File: src/rtl/nbd_pkg.sv
package nbd_pkg;
    typedef enum logic [1:0] {NK_DIG, NK_AD, NK_EF} nib_kind_e;
    typedef enum logic [2:0] {
        BC_HALT, BC_PREFIX, BC_ALU, BC_SELECT, BC_PAIR, BC_CRET, BC_CALL, BC_BAD
    } byte_class_e;
    localparam logic [1:0] KIND_HALT = 2'd0;
    localparam logic [1:0] KIND_ALU  = 2'd1;
    localparam logic [1:0] KIND_CRET = 2'd2;
    localparam logic [1:0] KIND_CALL = 2'd3;
endpackage

File: src/rtl/nbd_nibble.sv
module nbd_nibble
    import nbd_pkg::*;
#(
    parameter int NIB_W = 4
) (
    input  logic [NIB_W-1:0] nib_i,
    output nib_kind_e        kind_o
);
    always_comb begin
        if (nib_i <= NIB_W'(9))       kind_o = NK_DIG;
        else if (nib_i <= NIB_W'(13)) kind_o = NK_AD;
        else                          kind_o = NK_EF;
    end
endmodule

File: src/rtl/nbd_classify.sv
module nbd_classify
    import nbd_pkg::*;
#(
    parameter int NIB_W = 4,
    localparam int BYTE_W = 2 * NIB_W
) (
    input  logic [BYTE_W-1:0] byte_i,
    output byte_class_e       cls_o
);
    nib_kind_e kind [2];

    for (genvar g = 0; g < 2; g++) begin : g_nib
        nbd_nibble #(.NIB_W(NIB_W)) u_nib (
            .nib_i  (byte_i[g*NIB_W +: NIB_W]),
            .kind_o (kind[g])
        );
    end

    logic [NIB_W-1:0] hi;
    assign hi = byte_i[BYTE_W-1 -: NIB_W];

    always_comb begin
        cls_o = BC_BAD;
        if (byte_i == '0)                               cls_o = BC_HALT;
        else if (kind[1] == NK_DIG && kind[0] == NK_DIG) cls_o = BC_PREFIX;
        else if (kind[1] == NK_DIG)                      cls_o = BC_ALU;
        else if (kind[1] == NK_AD && kind[0] == NK_DIG)  cls_o = BC_SELECT;
        else if (kind[1] == NK_AD && kind[0] == NK_AD)   cls_o = BC_PAIR;
        else if (kind[1] == NK_AD)
            cls_o = (hi == NIB_W'(13)) ? BC_BAD : BC_CRET;
        else                                             cls_o = BC_CALL;
    end
endmodule

File: src/rtl/nbd_decoder.sv
module nbd_decoder
    import nbd_pkg::*;
#(
    parameter int NIB_W  = 4,
    parameter int ADDR_W = 16,
    localparam int BYTE_W = 2 * NIB_W,
    localparam int GRP_W  = 2
) (
    input  logic              clk,
    input  logic              rst_n,
    input  logic              byte_vld_i,
    input  logic [BYTE_W-1:0] byte_i,
    output logic              op_vld_o,
    output logic              illegal_o,
    output logic [1:0]        op_kind_o,
    output logic [2:0]        alu_op_o,
    output logic [GRP_W-1:0]  rcv_grp_o,
    output logic [NIB_W-1:0]  rcv_idx_o,
    output logic [GRP_W-1:0]  trn_grp_o,
    output logic [NIB_W-1:0]  trn_idx_o,
    output logic              mem_ref_o,
    output logic [BYTE_W-1:0] offset_o,
    output logic [2:0]        cond_o,
    output logic [ADDR_W-1:0] target_o
);
    typedef struct packed {
        logic [GRP_W-1:0]  rcv_grp;
        logic [NIB_W-1:0]  rcv_idx;
        logic [GRP_W-1:0]  trn_grp;
        logic              pend;
        logic [BYTE_W-1:0] pval;
    } ctx_t;

    typedef struct packed {
        logic              vld;
        logic              ill;
        logic [1:0]        kind;
        logic [2:0]        alu_op;
        logic [GRP_W-1:0]  rg;
        logic [NIB_W-1:0]  ri;
        logic [GRP_W-1:0]  tg;
        logic [NIB_W-1:0]  ti;
        logic              mem;
        logic [BYTE_W-1:0] off;
        logic [2:0]        cond;
        logic [ADDR_W-1:0] tgt;
    } rec_t;

    typedef struct packed {
        ctx_t ctx;
        rec_t rec;
    } state_t;

    state_t      state_d, state_q;
    byte_class_e cls;
    logic [NIB_W-1:0] hi, lo;
    logic [NIB_W-1:0] hi_grp, lo_grp;

    assign hi     = byte_i[BYTE_W-1 -: NIB_W];
    assign lo     = byte_i[NIB_W-1:0];
    assign hi_grp = hi - NIB_W'(10);
    assign lo_grp = lo - NIB_W'(10);

    nbd_classify #(.NIB_W(NIB_W)) u_classify (
        .byte_i (byte_i),
        .cls_o  (cls)
    );

    always_comb begin
        state_d         = state_q;
        state_d.rec.vld = 1'b0;
        state_d.rec.ill = 1'b0;
        if (byte_vld_i) begin
            unique case (cls)
                BC_PREFIX: begin
                    if (state_q.ctx.pend) state_d.rec.ill = 1'b1;
                    else begin
                        state_d.ctx.pend = 1'b1;
                        state_d.ctx.pval = byte_i;
                    end
                end
                BC_SELECT: begin
                    if (state_q.ctx.pend) state_d.rec.ill = 1'b1;
                    else begin
                        state_d.ctx.rcv_grp = hi_grp[GRP_W-1:0];
                        state_d.ctx.rcv_idx = lo;
                    end
                end
                BC_PAIR: begin
                    if (state_q.ctx.pend) state_d.rec.ill = 1'b1;
                    else begin
                        state_d.ctx.rcv_grp = hi_grp[GRP_W-1:0];
                        state_d.ctx.trn_grp = lo_grp[GRP_W-1:0];
                    end
                end
                BC_BAD: state_d.rec.ill = 1'b1;
                default: begin
                    state_d.rec.vld    = 1'b1;
                    state_d.rec.rg     = state_q.ctx.rcv_grp;
                    state_d.rec.ri     = state_q.ctx.rcv_idx;
                    state_d.rec.tg     = state_q.ctx.trn_grp;
                    state_d.rec.ti     = '0;
                    state_d.rec.alu_op = '0;
                    state_d.rec.cond   = '0;
                    state_d.rec.tgt    = '0;
                    state_d.rec.mem    = state_q.ctx.pend;
                    state_d.rec.off    = state_q.ctx.pend ? state_q.ctx.pval : '0;
                    state_d.ctx.pend   = 1'b0;
                    state_d.ctx.pval   = '0;
                    case (cls)
                        BC_ALU: begin
                            state_d.rec.kind   = KIND_ALU;
                            state_d.rec.alu_op = lo_grp[2:0];
                            state_d.rec.ti     = hi;
                        end
                        BC_CRET: begin
                            state_d.rec.kind = KIND_CRET;
                            state_d.rec.cond = {hi_grp[1:0], lo[0]};
                        end
                        BC_CALL: begin
                            state_d.rec.kind = KIND_CALL;
                            state_d.rec.tgt  = ADDR_W'(byte_i) << (ADDR_W - BYTE_W);
                        end
                        default: state_d.rec.kind = KIND_HALT;
                    endcase
                end
            endcase
        end
    end

    always_ff @(posedge clk) begin
        if (!rst_n) state_q <= '0;
        else        state_q <= state_d;
    end

    assign op_vld_o  = state_q.rec.vld;
    assign illegal_o = state_q.rec.ill;
    assign op_kind_o = state_q.rec.kind;
    assign alu_op_o  = state_q.rec.alu_op;
    assign rcv_grp_o = state_q.rec.rg;
    assign rcv_idx_o = state_q.rec.ri;
    assign trn_grp_o = state_q.rec.tg;
    assign trn_idx_o = state_q.rec.ti;
    assign mem_ref_o = state_q.rec.mem;
    assign offset_o  = state_q.rec.off;
    assign cond_o    = state_q.rec.cond;
    assign target_o  = state_q.rec.tgt;

    AST_PREFIX_QUIET: assert property (@(posedge clk) disable iff (!rst_n)
        (byte_vld_i && cls == BC_PREFIX) |=> !op_vld_o);
    AST_CALL_TARGET: assert property (@(posedge clk) disable iff (!rst_n)
        (op_vld_o && op_kind_o == KIND_CALL) |-> (target_o[BYTE_W-1:0] == '0 && target_o[ADDR_W-1 -: 3] == 3'b111));
    AST_OFFSET_DECIMAL: assert property (@(posedge clk) disable iff (!rst_n)
        (op_vld_o && mem_ref_o) |-> (offset_o != '0 && offset_o[BYTE_W-1 -: NIB_W] <= NIB_W'(9) && offset_o[NIB_W-1:0] <= NIB_W'(9)));
    AST_ILLEGAL_KEEPS_CTX: assert property (@(posedge clk) disable iff (!rst_n)
        illegal_o |-> (state_q.ctx == $past(state_q.ctx)));
    AST_PULSE_FROM_STROBE: assert property (@(posedge clk) disable iff (!rst_n)
        (op_vld_o || illegal_o) |-> $past(byte_vld_i));
    AST_NOT_BOTH: assert property (@(posedge clk) disable iff (!rst_n)
        !(op_vld_o && illegal_o));
endmodule

File: config.mk
export PLATFORM = sky130hd
export DESIGN_NAME = nbd_decoder
export DESIGN_NICKNAME = d
export VERILOG_FILES = /design/src/rtl/nbd_pkg.sv /design/src/rtl/nbd_nibble.sv /design/src/rtl/nbd_classify.sv /design/src/rtl/nbd_decoder.sv
export SDC_FILE = /design/constraint.sdc
export NUM_CORES = 1
export LEC_CHECK = 0
export BUFFER_PORTS_ARGS = -buffer_cell sky130_fd_sc_hd__buf_4
export CAP_MARGIN = 15
export CORE_MARGIN = 3
export CORE_UTILIZATION = 30
export CTS_CLUSTER_DIAMETER = 60
export DETAILED_ROUTE_END_ITERATION = 8
export HOLD_SLACK_MARGIN = 0.08
export PLACE_DENSITY_LB_ADDON = 0.25
export RECOVER_POWER = 25
export SETUP_SLACK_MARGIN = 0.3
export SYNTH_ARGS = -nofsm -noshare
export SYNTH_HDL_FRONTEND = slang
export SYNTH_HIERARCHICAL = 1
export SYNTH_SLANG_ARGS = --single-unit
File: constraint.sdc
create_clock -name clk -period 4 [get_ports clk]
set_input_delay 0.2 -clock clk [delete_from_list [all_inputs] [get_ports clk]]
set_output_delay 0.2 -clock clk [all_outputs]
set_load 0.02 [all_outputs]
# After elaboration in Yosys (flattened, before gate mapping)
# Index checks and enable logic that the tools add are counted.
# totals
reg_bits,64
out_inout_bits,47
# classes
reduce_logical,17
order_cmp,4
n_mux,25
n_eq_ne,13
add_sub_neg,2
bitwise_logic,3
# op_table
op,count
two-way mux 3 bit,8
one-hot mux 9 bit (2 select lines),1
<= comparator 4 bit (second input constant),4
two-way mux 16 bit,1
two-way mux 8 bit,2
equality test 3 bit (second input constant),4
two-way mux 2 bit,6
AND reduction 3 bit,3
zero test 8 bit,1
equality test 3 x 2 -> 1 bit (second input constant),2
two-way mux 6 bit,1
!= test 2 bit (second input constant),3
one-hot mux 2 bit (3 select lines),1
AND reduction 2 bit,3
OR reduction 3 bit,2
equality test 2 x 1 -> 1 bit (second input constant),2
equality test 4 bit (second input constant),1
zero test 2 bit,2
two-way mux 4 bit,1
one-hot mux 2 bit (2 select lines),1
AND reduction 4 bit,1
OR reduction 4 bit,1
equality test 3 x 1 -> 1 bit (second input constant),1
logical AND 1 bit,3
6 further kinds,9

# Depth between registers and ports, before layout
# Gate-level depths: netlist (run 1).
# depth
word_depth,14
mapped_depth,10
ltp_nobuf,9

# Cells and area by module
# Netlist (run 1), hierarchy kept.
# by_module_without_submodules
mod,area_per_inst_um2,n_inst,cells_each
nbd_decoder,2616.3,1,279
nbd_classify,93.8,1,14
nbd_nibble,22.5,2,3

# Least setup slack after synthesis (run 1)
# No wires, ideal clock.
# synth_path
path_kind,input port to flip-flop
from,input byte_i[1]
to,"register state_q, in the netlist alu_op_o[1]"
setup_time_ns,0.117
path_slack_ns,1.980
path_stages,10
n_path_buf,1
t_arrival_ns,1.904
cell_sequence,xor2_1 and2_1 xor2_1 nor3_1 nor3_1 nor2b_2 xnor2_2 a21boi_4 buf_6 a22o_1
# synth_lines
item,line_no,source
from (decl),nbd_decoder.sv:12,"input logic [BYTE_W-1:0] byte_i,"
to (signal assigned),nbd_decoder.sv:133,else state_q <= state_d;
to (decl),nbd_decoder.sv:54,"state_t state_d, state_q;"

==> results.sh, run 1 <==
export IMPL_status="completed"
export IMPL_synthCells=299
export IMPL_overflow=0
export IMPL_max_cap_viol_count=0
export IMPL_clock_latency_ns=0.30
export IMPL_diodes=0
export IMPL_initial_core_util_pct=31.29
export IMPL_synth_edf_count=0
export IMPL_fillers=938
export IMPL_drt_initial_drc_count=96
export IMPL_antenna_found_initial=0
export IMPL_slew_headroom_pct=42.49
export IMPL_end_kind="register"
export IMPL_io_pins=58
export IMPL_die_w_um=101.8
export IMPL_p_per_area_nw_per_um2=383.0
export IMPL_worst_pin_slew_ns=0.8626
export IMPL_row_count=34
export IMPL_synth_seq_cells=56
export IMPL_die_h_um=101.8
export IMPL_synth_seq_area_share_pct=40.69
export IMPL_grt_pass1_vias=1768
export IMPL_yosysWarnings=6
export IMPL_fmax_ghz=0.4090
export IMPL_crit_type="input pin to register"
export IMPL_finalCriticalPeriod_ns=2.445
export IMPL_post_cts_resize_count=0
export IMPL_routabilityCongestion=0.8015
export IMPL_grtUsageTotal_pct=11.88
export IMPL_syn_to_final_growth_pct=3.633
export IMPL_fin_tns_setup_ns=0
export IMPL_hold_worst_slack_ns=0.1683
export IMPL_worstSetupStartpointType="input pin"
export IMPL_cts_root_buffer="clkbuf_8"
export IMPL_coreArea_um2=8806
export IMPL_nets=314
export IMPL_syn_area_per_cell_um2=9.215
export IMPL_ys_types=45
export IMPL_grt_max_degree=58
export IMPL_ant_nets=0
export IMPL_post_cts_buffers=0
export IMPL_regArea_um2=1121
export IMPL_critPathMaxFanout=21
export IMPL_cts_path_max_buffers=2
export IMPL_clock_skew_ns=0.004380
export IMPL_ir_drop_mv=0.1260
export IMPL_slew_violations=0
export IMPL_layout_cells_most_common="dfxtp_1"
export IMPL_finalCritPeriodShare_pct=61.12
export IMPL_finalHoldViolCount=0
export IMPL_yosysTopAreaCell="dfxtp_1"
export IMPL_htreeDepth=2
export IMPL_cts_tree="yes"
export IMPL_p_total_w=0.001094
export IMPL_portBuffers=49
export IMPL_cts_buffers=5
export IMPL_cts_sinks=56
export IMPL_final_cell_mix="dfxtp_1, nand2_1, buf_4"
export IMPL_synth_top_area_share_pct=40.69
export IMPL_hpwl_mm=4.154
export IMPL_rsz0062_at_grt="false"
export IMPL_drt_vias_per_instance=4.601
export IMPL_required_ns=4.18
export IMPL_holdBufCountCts=0
export IMPL_multi_input_area_um2=1206
export IMPL_clkTransAtPathRegs_ns=0.09
export IMPL_layout_drive_gt1_share_pct=14.85
export IMPL_vias=1891
export IMPL_grt_pass1_wl_mm=9.508
export IMPL_synth_async_reset_ratio_pct=0
export IMPL_hold_path_class="input pin to register"
export IMPL_p_leak_nw=1.184
export IMPL_synth_top_flop_cell="dfxtp_1"
export IMPL_wire_per_inst_um=14.30
export IMPL_setup_viol=0
export IMPL_drc_errors=0
export IMPL_die_area_um2=10370
export IMPL_synth_area_leaders="dfxtp_1, buf_4, mux2i_1, nand2_1, a22o_1"
export IMPL_routed_wl_mm=5.877
export IMPL_drtPass1Iterations=4
export IMPL_netlist_area_um2=2755
export IMPL_arrival_ns=2.63
-- power breakdown --
part	internal [W]	leakage, nW	switching [W]	total, W
clock network	0.000120	0.0410	0.000170	0.000290
logic	0.0000782	0.689	0.000127	0.000205
registers	0.000582	0.454	0.0000163	0.000598
total	0.000780	1.18	0.000314	0.00109
-- cell usage after synthesis (all sizes together) (3+ instances only) --
| library cell | count |
|---|---|
| dfxtp | 56 |
| buf | 54 |
| o21ai | 7 |
| a21oi | 5 |
| and3 | 4 |
| clkbuf | 7 |
| mux2i | 25 |
| nor2b | 9 |
| a21boi | 4 |
| a22o | 14 |
| a2bb2oi | 8 |
| nand2 | 51 |
| xor2 | 4 |
| and2 | 3 |
| inv | 5 |
| nor2 | 4 |
| nor3 | 3 |
| nand3 | 12 |
-- final cells by class --
type | count | share of cell area (%)
multi-input combinational | 184 | 42.24
sequential | 56 | 39.26
timing repair buffer | 51 | 10.39
tap | 108 | 4.733
clock buffer | 6 | 2.542
inverter | 5 | 0.6573
clock inverter | 1 | 0.1753
-- kinds of logic (layout without fill, tap and decap cells) --
family                 Yosys count  after routing  synth area share [%]
AO/OA/AOI/OAI                   43             43                 11.99
XOR/XNOR                         6              6                 2.180
buffers and inverters           66             63                 16.49
flip-flops                      56             56                 40.69
multiplexers                    25             25                 9.083
other                            1              8                0.1361
AND/OR/NAND/NOR                102            102                 19.44
-- state kept, by name, indices dropped and copies added, names as in the netlist, 2 cells and up --
signal	count
trn_grp_o	2
alu_op_o	3
op_kind_o	2
target_o	8
rcv_grp_o	2
offset_o	8
trn_idx_o	4
cond_o	3
rcv_idx_o	4
state_q	17
-- critical path, cell delays in order --
cell and delay (ns):
buf_4 0.15, xor2_1 0.14, and2_1 0.21, o21ai_0 0.10, a21oi_1 0.70, nor2b_2 0.32
xnor2_2 0.17, nand2_2 0.38, a2bb2oi_1 0.24
-- final timing paths --
path | startpoint | end | slack, ns | depth (start not counted)
setup / recovery | byte_i[5] | rcv_idx_o[0] | 1.56 | 9
hold / removal | byte_i[3] | target_o[11] | 0.17 | 2
hold reg to reg | rcv_grp_o[0] | rcv_grp_o[0] | 0.45 | 2
setup reg to reg | state_q[55] | state_q[61] | 2.46 | 4
-- metrics by stage --
stage,cells,util (%),area [um^2],setup slack [ns]
6_report,411,32.42,2855,1.555
5_1_grt,411,32.42,2855,1.183
4_1_cts,411,33.40,2942,1.525
3_5_place_dp,404,32.52,2864,1.192
3_3_place_gp,404,32.52,2864,1.292
2_1_floorplan,306,-,2781,1.980
-- routing by layer --
layer	global-route usage (%)	share of wire, %
met1	16.53	50
met2	17.81	44
met3	2.867	4.8
met4	4.642	1.7
met5	0	0
(Power assumes the default switching activity.)
==> run 2, diff against run 1 <==
clock period = 2.1 ns   (was 4 ns; I/O delays follow)
==> run 2 against run 1 <==
Clock power grew 140%. Design area grew 15%. Hold slack worse by 0.067 ns. Sequential cell count is the same. Combinational power rose by 150%. Via count grew 6.2%. Wire length increased by 3.3%. Register-to-register slack got worse by 1.8 ns. Clock skew shrank 0.0018 ns. Worst setup slack got worse by 1.3 ns. Non-clock buffer count is 36 higher. Sequential share of layout area is 5.0 points lower. Critical path type unchanged.
==> results.sh, run 2 (same netlist as run 1, synthesis figures left out) <==
export IMPL_wire_per_inst_um=13.55
export IMPL_nets=350
export IMPL_fmax_ghz=0.5570
export IMPL_finalCriticalPeriod_ns=1.795
export IMPL_drt_initial_drc_count=67
export IMPL_finalHoldViolCount=0
export IMPL_worstSetupStartpointType="input pin"
export IMPL_arrival_ns=2.04
export IMPL_htreeDepth=2
export IMPL_cts_root_buffer="clkbuf_8"
export IMPL_finalCritPeriodShare_pct=85.49
export IMPL_hold_worst_slack_ns=0.1018
export IMPL_clock_latency_ns=0.30
export IMPL_clock_skew_ns=0.002562
export IMPL_die_h_um=101.8
export IMPL_p_comb_share_pct=21.7
export IMPL_clkTransAtPathRegs_ns=0.10
export IMPL_setup_viol=0
export IMPL_io_pins=58
export IMPL_routabilityCongestion=0.8596
export IMPL_grtUsageTotal_pct=12.65
export IMPL_grt_max_degree=31
export IMPL_overflow=0
export IMPL_diodes=0
export IMPL_p_per_area_nw_per_um2=715.3
export IMPL_max_cap_viol_count=0
export IMPL_drc_errors=0
export IMPL_top_register="state_q"
export IMPL_placed_cell_area_um2=3141
export IMPL_fin_tns_setup_ns=0
export IMPL_rsz0062_at_grt="true"
export IMPL_critPathMaxFanout=7
export IMPL_ir_drop_mv=0.2615
export IMPL_slew_violations=0
export IMPL_switching_power_w=0.0006376
export IMPL_largest_register_ffs=17
export IMPL_crit_type="input pin to register"
export IMPL_seqPwrFrac_pct=48.7
export IMPL_cts_buffers=5
export IMPL_end_kind="register"
export IMPL_p_leak_nw=1.407
export IMPL_power_frac_clock_pct=29.6
export IMPL_min_path_cells=3
export IMPL_p_total_w=0.002340
export IMPL_grt_pass1_vias=2132
export IMPL_portBuffers=49
export IMPL_internal_power_w=0.001702
export IMPL_hold_path_class="input pin to register"
export IMPL_syn_to_final_growth_pct=18.71
export IMPL_antenna_found_initial=0
export IMPL_drtPass1Iterations=4
export IMPL_r2r_worst_path_cells=4
export IMPL_die_area_um2=10370
export IMPL_layout_drive_gt1_share_pct=26.76
export IMPL_cts_tree="yes"
export IMPL_status="completed"
export IMPL_worst_pin_slew_ns=0.5897
export IMPL_row_count=34
export IMPL_drt_vias_per_instance=4.484
export IMPL_hpwl_mm=4.565
export IMPL_cts_sinks=56
export IMPL_final_cell_mix="dfxtp_1, buf_4, nand2_1"
export IMPL_holdBufCountCts=0
export IMPL_final_util_pct=37.14
export IMPL_grt_pass1_wl_mm=10.35
export IMPL_final_cell_area_um2=3271
export IMPL_cts_path_max_buffers=2
export IMPL_ant_nets=0
export IMPL_die_w_um=101.8
export IMPL_sw_frac_of_total_pct=27.25
export IMPL_routed_wl_mm=6.069
export IMPL_required_ns=2.34
export IMPL_slew_headroom_pct=60.64
export IMPL_coreArea_um2=8806
export IMPL_initial_core_util_pct=31.29
export IMPL_vias=2009
run 2: changes by cell type in the layout (fill, tap and decap cells not counted), sizes merged:
cell    delta
bufinv     +1
buf       +36
run 2: layout make-up:
cell class | count | area, um^2
fill | 943 | 5535
multi-input combinational | 184 | 1265
tap | 108 | 135.1
clock buffer | 6 | 72.57
sequential | 56 | 1121
clock inverter | 2 | 35.03
inverter | 5 | 18.77
timing repair buffer | 87 | 623.1
run 2: path summary, 6_finish.rpt:
kind / start / end / slack (ns)
setup reg to reg: state_q[55] / state_q[60] / 0.65
hold reg to reg: rcv_idx_o[1] / rcv_idx_o[1] / 0.46
setup / recovery: byte_i[4] / state_q[50] / 0.30
hold / removal: byte_i[3] / state_q[61] / 0.10
run 2: per-layer routing:
metal / track usage, % / share of wire (%)
met1: 16.72 / 49
met4: 4.743 / 1.8
met3: 3.208 / 4.8
met2: 20.02 / 44
met5: 0 / 0
run 2: repair_timing:
action,CTS,global route
setup endpoints to repair,26,30
gates resized for setup,5,9
pin swaps,6,3
buffers inserted,4,1
run 2: stage by stage:
step,std cells,setup WS [ns]
floorplan,306,0.2735
global placement,435,-0.09813
detailed placement,435,-0.1106
CTS,447,0.3068
global route,448,0.2139
finish,448,0.3047
run 2: critical path, cell delays in order:
cell and delay [ns]:
buf_6 0.09, or4_4 0.54, nor2_4 0.17, nor3_2 0.06, buf_4 0.15, or3b_4 0.41
nand2_4 0.07, a21o_1 0.12, buf_12 0.13, mux2i_1 0.17
run 2: power groups by stage:
stage	clock, W	sequential, W	combinational, W
global route	0.000759	0.00115	0.000557
floorplan	0	0.00116	0.000360
CTS	0.000722	0.00114	0.000517
global placement	0	0.00116	0.000491
detailed placement	0	0.00117	0.000494
finish	0.000693	0.00114	0.000507
